File: config.mk
export PLATFORM = sky130hd
export DESIGN_NAME = mod_halfquart
export DESIGN_NICKNAME = d
export VERILOG_FILES = /design/src/rtl/mhq_pkg.sv /design/src/rtl/mhq_select.sv /design/src/rtl/mhq_addshift.sv /design/src/rtl/mhq_outstage.sv /design/src/rtl/mod_halfquart.sv
export SDC_FILE = /design/constraint.sdc
export NUM_CORES = 1
export LEC_CHECK = 0
export BUFFER_PORTS_ARGS = -buffer_cell sky130_fd_sc_hd__buf_2
export CORE_ASPECT_RATIO = 0.6
export CORE_UTILIZATION = 35
export DETAILED_ROUTE_END_ITERATION = 8
export PLACE_DENSITY = 0.64
export SLEW_MARGIN = 20
export SYNTH_ARGS = -nofsm -noshare
export SYNTH_HDL_FRONTEND = slang
export SYNTH_HIERARCHICAL = 1
export SYNTH_SLANG_ARGS = --single-unit
File: constraint.sdc
create_clock -name clk -period 0.8 [get_ports clk]
set_input_delay 0.24 -clock clk [delete_from_list [all_inputs] [get_ports clk]]
set_output_delay 0.24 -clock clk [all_outputs]
set_load 0.02 [all_outputs]
File: src/rtl/mhq_pkg.sv
package mhq_pkg;

  // Multiple of the modulus that is added before the shift.
  typedef enum logic [1:0] {
    ADD_NONE = 2'd0,
    ADD_NEG1 = 2'd1,
    ADD_POS1 = 2'd2,
    ADD_POS2 = 2'd3
  } mult_e;

  // Chooses the multiple from the mode, bit 1 of the odd modulus and T mod 4.
  function automatic mult_e pick_mult(input logic quarter, input logic mod_b1,
                                      input logic [1:0] t_lo);
    mult_e k;
    if (!quarter) begin
      k = t_lo[0] ? ADD_POS1 : ADD_NONE;
    end else begin
      unique case (t_lo)
        2'd0:    k = ADD_NONE;
        2'd2:    k = ADD_POS2;
        2'd1:    k = mod_b1 ? ADD_POS1 : ADD_NEG1;
        default: k = mod_b1 ? ADD_NEG1 : ADD_POS1;
      endcase
    end
    return k;
  endfunction

endpackage

File: src/rtl/mhq_select.sv
module mhq_select
  import mhq_pkg::*;
(
  input  logic       quarter,
  input  logic       mod_b1,
  input  logic [1:0] t_lo,
  output mult_e      mult
);
  always_comb mult = pick_mult(quarter, mod_b1, t_lo);
endmodule

File: src/rtl/mhq_addshift.sv
module mhq_addshift
  import mhq_pkg::*;
#(
  parameter int W = 32
) (
  input  logic                 quarter,
  input  logic signed [W+1:0]  t_val,
  input  logic        [W-1:0]  m_val,
  input  mult_e                mult,
  output logic signed [W+2:0]  sum,
  output logic signed [W+1:0]  res
);
  localparam int TW = W + 2;
  localparam int SW = W + 3;

  logic signed [SW-1:0] t_ext;
  logic signed [SW-1:0] m_ext;
  logic signed [SW-1:0] term;

  always_comb begin
    t_ext = {t_val[TW-1], t_val};
    m_ext = {3'b000, m_val};
    unique case (mult)
      ADD_NONE: term = '0;
      ADD_NEG1: term = -m_ext;
      ADD_POS1: term = m_ext;
      default:  term = m_ext <<< 1;
    endcase
    sum = t_ext + term;
    // Arithmetic shift: the sign bit of the widened sum is replicated.
    if (quarter) res = {sum[SW-1], sum[SW-1:2]};
    else         res = sum[SW-1:1];
  end
endmodule

File: src/rtl/mhq_outstage.sv
module mhq_outstage #(
  parameter int TW      = 34,
  parameter bit OUT_REG = 1'b1
) (
  input  logic                 clk,
  input  logic                 rst_n,
  input  logic signed [TW-1:0] d,
  output logic signed [TW-1:0] q
);
  generate
    if (OUT_REG) begin : g_reg
      always_ff @(posedge clk or negedge rst_n) begin
        if (!rst_n) q <= '0;
        else        q <= d;
      end
    end else begin : g_wire
      assign q = d;
    end
  endgenerate
endmodule

File: src/rtl/mod_halfquart.sv
module mod_halfquart
  import mhq_pkg::*;
#(
  parameter int W       = 32,
  parameter bit OUT_REG = 1'b1
) (
  input  logic                   clk,
  input  logic                   rst_n,
  input  logic                   quarter_i,
  input  logic signed [W+1:0]    t_i,
  input  logic        [W-1:0]    m_i,
  output logic signed [W+1:0]    q_o
);
  localparam int TW = W + 2;
  localparam int SW = W + 3;

  mult_e                mult_sel;
  logic signed [SW-1:0] adj_sum;
  logic signed [TW-1:0] res_comb;

  mhq_select u_sel (
    .quarter (quarter_i),
    .mod_b1  (m_i[1]),
    .t_lo    (t_i[1:0]),
    .mult    (mult_sel)
  );

  mhq_addshift #(.W(W)) u_add (
    .quarter (quarter_i),
    .t_val   (t_i),
    .m_val   (m_i),
    .mult    (mult_sel),
    .sum     (adj_sum),
    .res     (res_comb)
  );

  mhq_outstage #(.TW(TW), .OUT_REG(OUT_REG)) u_out (
    .clk   (clk),
    .rst_n (rst_n),
    .d     (res_comb),
    .q     (q_o)
  );
endmodule

======== After elaboration in Yosys (flattened, before gate mapping) ========
Cells that the tools add are included.
operators by class
  shift operators ......................... 0
  multiply operators ...................... 0
  magnitude comparators ................... 0
  div/mod/pow operators ................... 0
  mux-type cells .......................... 7
  eq/ne operators ......................... 4
  add/sub/neg operators ................... 2
  bitwise logic cells ..................... 0
  reductions and logical operators ........ 2
operator list
  operator                                        count
  case mux 35 bit (3 select lines)                1
  adder 34 x 35 -> 35 bit                         1
  negation 32 -> 35 bit                           1
  two-way mux 33 bit                              1
  two-way mux 2 bit                               4
  case mux 2 bit (3 select lines)                 1
  == test 2 x 1 -> 1 bit (second input constant)  2
  == test 2 bit (second input constant)           2
  logical NOT 2 bit                               2
storage, ports and cells
  register bits ........................... 34
  logic and storage cells ................. 16
  output and inout bits ................... 34
  bits in read-only memories .............. 0
  latch bits .............................. 0
  input port bits ......................... 69
  bits in writable memories ............... 0
  memories ................................ 0

======== Logic depth before layout (Yosys ltp) ========
Gate-level depths: netlist (run 1).
  word-level depth ........................ 7
  depth in mapped cells ................... 20

======== Hierarchy ========
Netlist (run 1), hierarchy kept.
modules (own cells, without submodules)
  module        area each (sq um)  cells an instance  seq. area each (sq um)  instances
  mhq_addshift  3,819.9            591                0.0                     1
  mhq_outstage  850.8              34                 850.8                   1
  mhq_select    47.5               8                  0.0                     1

======== Worst setup path before layout (run 1) ========
No wires, ideal clock.
  kind .................................... input to register
  from .................................... input m_i[0]
  to ...................................... register u_out.q[26]
  buffers on the path ..................... 0
  data required time ...................... 0.675 ns
  setup time .............................. 0.125 ns
  cell stages on the path ................. 17
  data arrival time ....................... 3.732 ns
  path slack .............................. -3.056 ns
  path through ............................ inv_1 ha_1 nor4b_2 nand4_4 nor4_1 nor2_1 nor2_1 o21ai_0 a32o_1 ha_1 and2_1 nand3_1 or4_1 o211ai_1 a21boi_0 xnor2_1 mux2_2
between the ends
  longest elaborated chain between the ends .. 4
ends and longest elaborated chain
  element                             line                 RTL
  start: declaration                  mod_halfquart.sv:11  input logic [W-1:0] m_i,
  negation 32 -> 35 bit               mhq_addshift.sv:25   ADD_NEG1: term = -m_ext;
  case mux 35 bit (3 select lines) *  mhq_addshift.sv:23   unique case (mult)
  adder 34 x 35 -> 35 bit *           mhq_addshift.sv:29   sum = t_ext + term;
  via adj_sum[27]                     mod_halfquart.sv:18  logic signed [SW-1:0] adj_sum;
  two-way mux 33 bit *                mhq_addshift.sv:31   if (quarter) res = {sum[SW-1], sum[SW-1:2]};
  via res_comb[26]                    mod_halfquart.sv:19  logic signed [TW-1:0] res_comb;
  end signal: assignment              mhq_outstage.sv:13   if (!rst_n) q <= '0;
  end signal: assignment              mhq_outstage.sv:14   else q <= d;
  end: declaration                    mhq_outstage.sv:8    output logic signed [TW-1:0] q
The timed path passes the listed nets; every way through them passes the cells marked *.

======== Final worst setup path (run 1) ========
  from .................................... input m_i[8]
  to ...................................... register u_out.q[25]
Same word-level chain as after synthesis.

==> metrics.txt, run 1 <==
internal power of the cells 9.42 mW; total global routing track utilization 27.5%; effective utilization at floorplan 36.2%; initial antenna violation count 0; drt total wl 20300 µm; Antenna diodes 0; largest registers ranked by flip-flop count u_out/q: 34 flops; number of I/O port buffers 102; remaining global-route overflow 0; first-pass iteration count of the detailed router 5; Psw 6.24 mW; clock net sink count 34; drt first-iter violations 345; utilization after layout 72.0%; clock slew seen by the registers of the worst setup and hold paths 0.05 ns; element type at the critical path end register; Biggest register u_out/q; Routed Antenna Nets 0; failing checks negative setup slack; post-synthesis to final-layout area growth 98.6%; FMAX 271 MHz; total DRC errors in the routed layout 0; master cell of the clock root buffer clkbuf_16; Combinational Power Share 70.8%; power density cells 1680 nW/µm²; setup repair after global routing missed its margin yes; total count of hold-check failures in the final report 0; critical path start-end classification in2reg; num ports 103; wire length of the first global-routing pass 30300 µm; pin count of the biggest net entering global routing 35; worst hold slack 0.451 ns; fraction of the cycle the final worst path needs 460%; deepest clock path buffer count 2; Post-Synthesis Mean Instance Area 7.46 µm²; most common library cell in the layout ignoring fill and taps buf_4; worst slew pin tran 0.400 ns; Mapped Nets 736; GPL Wtd Cong 0.932; fin crit period 3.68 ns; number of global-route vias before repair 6348; worst path arrival time 3.85 ns; element type at the critical path start input pin; overall power consumption 15.7 mW; synthesized instance count 630; sequential power share 16.9%; routed via count 6413; TritonCTS Buffers 5; mean routed wirelength per cell 17.6 µm; peak supply drop 1.24 mV; Critical Path RT 0.96 ns; ratio of cells with drive above 1 in the final layout 61.3%; floorplan die height 91.8 µm; Synthesis Warnings 6; worst hold path type in2async; flip-flop count of the largest register after layout 34; Finish-stage setup viols 68; Lkg Pwr 4.35 nW; post-synthesis instance area 4700 µm²; CTS tree done; commonest cells after routing, fill and taps aside buf_4 (225), buf_6 (84), buf_2 (61); worst slew margin relative to its limit 73.0%; die extent in x 152 µm; via count normalized by instance count 5.55; core region area 13000 µm²; setup slack after layout -2.88 ns; max-capacitance violation count 0; status finished, violations left; area enclosed by the die boundary 13900 µm²; CP Max Fanout 3; detailed placement HPWL 14200 µm; total number of nets in the final design 1090; depth of the CTS H-tree 2; floorplan row count 32; Clock Power Share 12.2%; proportion of total power due to net switching 39.8%; pins over their slew limit 0
## power groups by stage
stage | combinational, mW | clock [mW] | sequential [mW]
after floorplan | 3.90 | 0 | 3.27
after global placement | 7.74 | 0 | 2.51
after detailed placement | 7.87 | 0 | 2.52
after CTS | 9.90 | 1.96 | 2.66
after global routing | 11.8 | 2.04 | 2.70
final | 11.1 | 1.92 | 2.65
## what timing repair did
item                                    in CTS  in global routing
endpoints found under the setup margin      68                 68
pin swaps                                   84                 81
setup buffers                               54                 35
endpoints found under the hold margin       34                  0
resized for setup                          229                 91
hold buffers                                 1                  0
gates cloned                                 2                  0
## worst paths after layout
path | start | end
max | m_i[8] | u_out/q[25]
min | rst_n | u_out/q[0]
max in group asynchronous | rst_n | u_out/q[30]
min in group clk | quarter_i | u_out/q[6]
## layout make-up
cell class,count,area (µm²)
Tap cell,170,213
Timing Repair Buffer,379,3100
Fill cell,926,3640
Sequential cell,34,851
Inverter,19,91.3
Clock buffer,7,143
Multi-Input combinational cell,545,4930
Clock inverter,1,5.00
## stage by stage
step / setup slack [ns] / instances / TNS (ns) / cell area [µm²]
floorplan: -2.77 / 630 / -76.38 / 5160
global placement: -3.11 / 1077 / -92.05 / 7260
detailed placement: -3.31 / 1077 / -93.96 / 7260
CTS: -2.71 / 1126 / -87.32 / 8680
global route: -2.95 / 1155 / -97.34 / 9340
finish: -2.88 / 1155 / -93.13 / 9340
## critical path, stage by stage
cell and delay [ns]:
buf_6 0.09, or4_4 0.56, nor3_4 0.22, buf_6 0.14, buf_4 0.10, a21oi_1 0.07
nor2_1 0.10, o21ai_0 0.10, nand2_1 0.09, nand2_1 0.07, ha_1 0.36, nand4_1 0.22
or4_4 0.60, o211ai_1 0.31, a21boi_2 0.12, xnor2_2 0.17, mux2_4 0.27
## layer usage
| layer | vias up | wire [µm] | GRT usage [%] |
|---|---|---|---|
| li1 | 3057 | - | - |
| met3 | 38 | 1210 | 4.48 |
| met4 | 0 | 384 | 6.11 |
| met5 | - | 0 | 0 |
| met2 | 244 | 9540 | 45.9 |
| met1 | 3074 | 9180 | 37.0 |
(Power assumes the default switching activity.)
==> run 2, diff against run 1 <==
--- a/config.mk
+++ b/config.mk
@@ -12,2 +12,3 @@
 export PLACE_DENSITY = 0.64
+export SETUP_SLACK_MARGIN = 0.1
 export SLEW_MARGIN = 20
--- a/constraint.sdc
+++ b/constraint.sdc
@@ -3,2 +3,2 @@
 set_output_delay 0.24 -clock clk [all_outputs]
-set_load 0.02 [all_outputs]
+set_load 0.01 [all_outputs]
==> run 2 against run 1 <==
- the flow still finishes with violations (negative setup slack)
- die area unchanged
- sequential share of layout area up 0.34 points
- final area down 3.6%
- core utilization down 2.6 points
- critical path type unchanged
- critical endpoint unchanged
==> metrics.txt, run 2 (synthesis results as in run 1) <==
FMAX 279 MHz (+2.7%); drt first-iter violations 360 (+4.3%); initial antenna violation count 0 (unchanged); TritonCTS Buffers 5 (unchanged); Critical Path RT 0.96 ns (about the same); worst hold slack 0.452 ns (+0.00114 ns); remaining global-route overflow 0 (unchanged); via count normalized by instance count 5.51 (-0.68%); number of I/O port buffers 102 (unchanged); max-capacitance violation count 0 (unchanged); CP Max Fanout 3 (unchanged); element type at the critical path start input pin; pins over their slew limit 0 (unchanged); effective utilization at floorplan 36.2% (unchanged); failing checks negative setup slack; setup slack after layout -2.79 ns (+0.0962 ns); pin count of the biggest net entering global routing 35 (unchanged); deepest clock path buffer count 2 (unchanged); power density cells 1580 nW/µm² (-5.7%); Finish-stage setup viols 68 (unchanged); area enclosed by the die boundary 13900 µm² (unchanged); post-synthesis to final-layout area growth 91.5%; Clock Power Share 13.4% (+1.2 points); GPL Wtd Cong 0.932 (unchanged); num ports 103 (unchanged); TNS Setup -91.29 ns (+1.84 ns); internal power of the cells 8.70 mW (-7.7%); cell breakdown of the critical path buf_6 -> or4_4 -> nor3_4 -> buf_6 -> buf_4 -> a21oi_1 -> nor2_1 -> o21ai_0 -> nand2_1 -> nand2_1 -> ha_1 -> nand4_1 -> or4_4 -> o211ai_1 -> a21boi_2 -> xnor2_2 -> mux2_4; flip-flop count of the largest register after layout 34 (unchanged); floorplan die height 91.8 µm (unchanged); routed via count 6298 (-1.8%); proportion of total power due to net switching 39.0% (-0.89 points); sequential power share 17.7% (+0.8 points); Psw 5.55 mW (-11%); first-pass iteration count of the detailed router 5 (unchanged); kind of cell adding the most delay to the critical path simple AND/OR/NAND/NOR gates; Biggest register u_out/q; Lkg Pwr 4.19 nW (-3.6%); master cell of the clock root buffer clkbuf_16; drt total wl 19600 µm (-3.3%); status finished, violations left; worst slew pin tran 0.447 ns (+0.0464 ns); final standard cell count with taps included and fillers excluded 1142 (-1.1%); total number of nets in the final design 1076 (-1.3%); clock slew seen by the registers of the worst setup and hold paths 0.05 ns (about the same); worst slew margin relative to its limit 69.9% (-3.1 points); element type at the critical path end register; number of buffers and inverters on the critical path 3 (unchanged); CTS tree done; Routed Antenna Nets 0 (unchanged); die extent in x 152 µm (unchanged); mean routed wirelength per cell 17.2 µm (-2.2%); number of global-route vias before repair 6304 (-0.69%); crit path launch m_i[8]; Max stage delay on crit path 0.60 ns (about the same); setup repair after global routing missed its margin yes; fraction of the cycle the final worst path needs 448% (-12 points); total DRC errors in the routed layout 0 (unchanged); fin crit period 3.59 ns (-0.0962 ns); commonest cells after routing, fill and taps aside buf_4 (215), buf_2 (90), nand2_1 (56); depth of the CTS H-tree 2 (unchanged); total global routing track utilization 27.3% (-0.16 points); critical-path cell with the highest stage delay or4_4; largest registers ranked by flip-flop count u_out/q: 34 flops; DP Cell Count 1077 (unchanged); core region area 13000 µm² (unchanged); total count of hold-check failures in the final report 0 (unchanged); overall power consumption 14.2 mW (-9.1%); wire length of the first global-routing pass 30200 µm (-0.37%); Combinational Power Share 68.8% (-2.0 points); clock net sink count 34 (unchanged); ratio of cells with drive above 1 in the final layout 60.1% (-1.2 points); worst hold path type in2async; floorplan row count 32 (unchanged); detailed placement HPWL 14200 µm (unchanged); worst path arrival time 3.75 ns (-0.10 ns); critical path start-end classification in2reg; peak supply drop 1.20 mV (-3.0%); most common library cell in the layout ignoring fill and taps buf_4
==> run 2: changes by cell type in the layout (fill, tap and decap cells not counted), sizes merged <==
cell	delta
buf	-14
diode	+1
==> run 2: worst max path at each step <==
stage,end,slack (ns),cells after the start
finish,u_out/q[25],-2.79,17
global placement,u_out/q[32],-3.11,18
floorplan,u_out/q[32],-2.77,18
detailed placement,u_out/q[32],-3.31,18
CTS,u_out/q[32],-2.71,18
global route,u_out/q[25],-2.90,19
==> run 2: what timing repair did <==
action	in CTS	in global routing
hold buffers	1	0
setup endpoints to repair	68	68
cloned	2	0
gates resized for setup	161	87
endpoints found under the hold margin	34	0
setup buffers	54	19
pin swaps	84	70
==> run 2: layout make-up <==
| cell class | instances | area [µm²] |
|---|---|---|
| diodes | 1 | 2.50 |
| clock buffers | 7 | 143 |
| clock inverters | 1 | 5.00 |
| fillers | 954 | 3970 |
| inverters | 19 | 91.3 |
| multi-input cells | 545 | 4910 |
| flip-flops and latches | 34 | 851 |
| well taps | 170 | 213 |
| repair buffers | 365 | 2780 |
==> run 2: stage by stage <==
step / util, % / setup slack, ns / cell area (µm²)
4_1_cts: 65.3 / -2.71 / 8470
5_1_grt: 69.4 / -2.90 / 9000
3_5_place_dp: 56.0 / -3.31 / 7260
3_3_place_gp: 56.0 / -3.11 / 7260
6_report: 69.4 / -2.79 / 9000
2_1_floorplan: - / -2.77 / 5160
==> run 2: metal layers <==
layer	track usage (%)	share of wire, %	up-vias
li1	-	-	3030
met1	36.8	45	3025
met2	45.8	48	213
met3	4.43	5.6	30
met4	5.61	1.4	0
met5	0	0	-
==> run 2: power groups by stage <==
| stage | combinational (mW) | clock (mW) | sequential, mW |
|---|---|---|---|
| after global routing | 10.5 | 2.04 | 2.58 |
| after detailed placement | 7.41 | 0 | 2.52 |
| after CTS | 8.74 | 1.96 | 2.51 |
| final | 9.81 | 1.91 | 2.53 |
| after global placement | 7.27 | 0 | 2.51 |
| after floorplan | 3.90 | 0 | 2.81 |
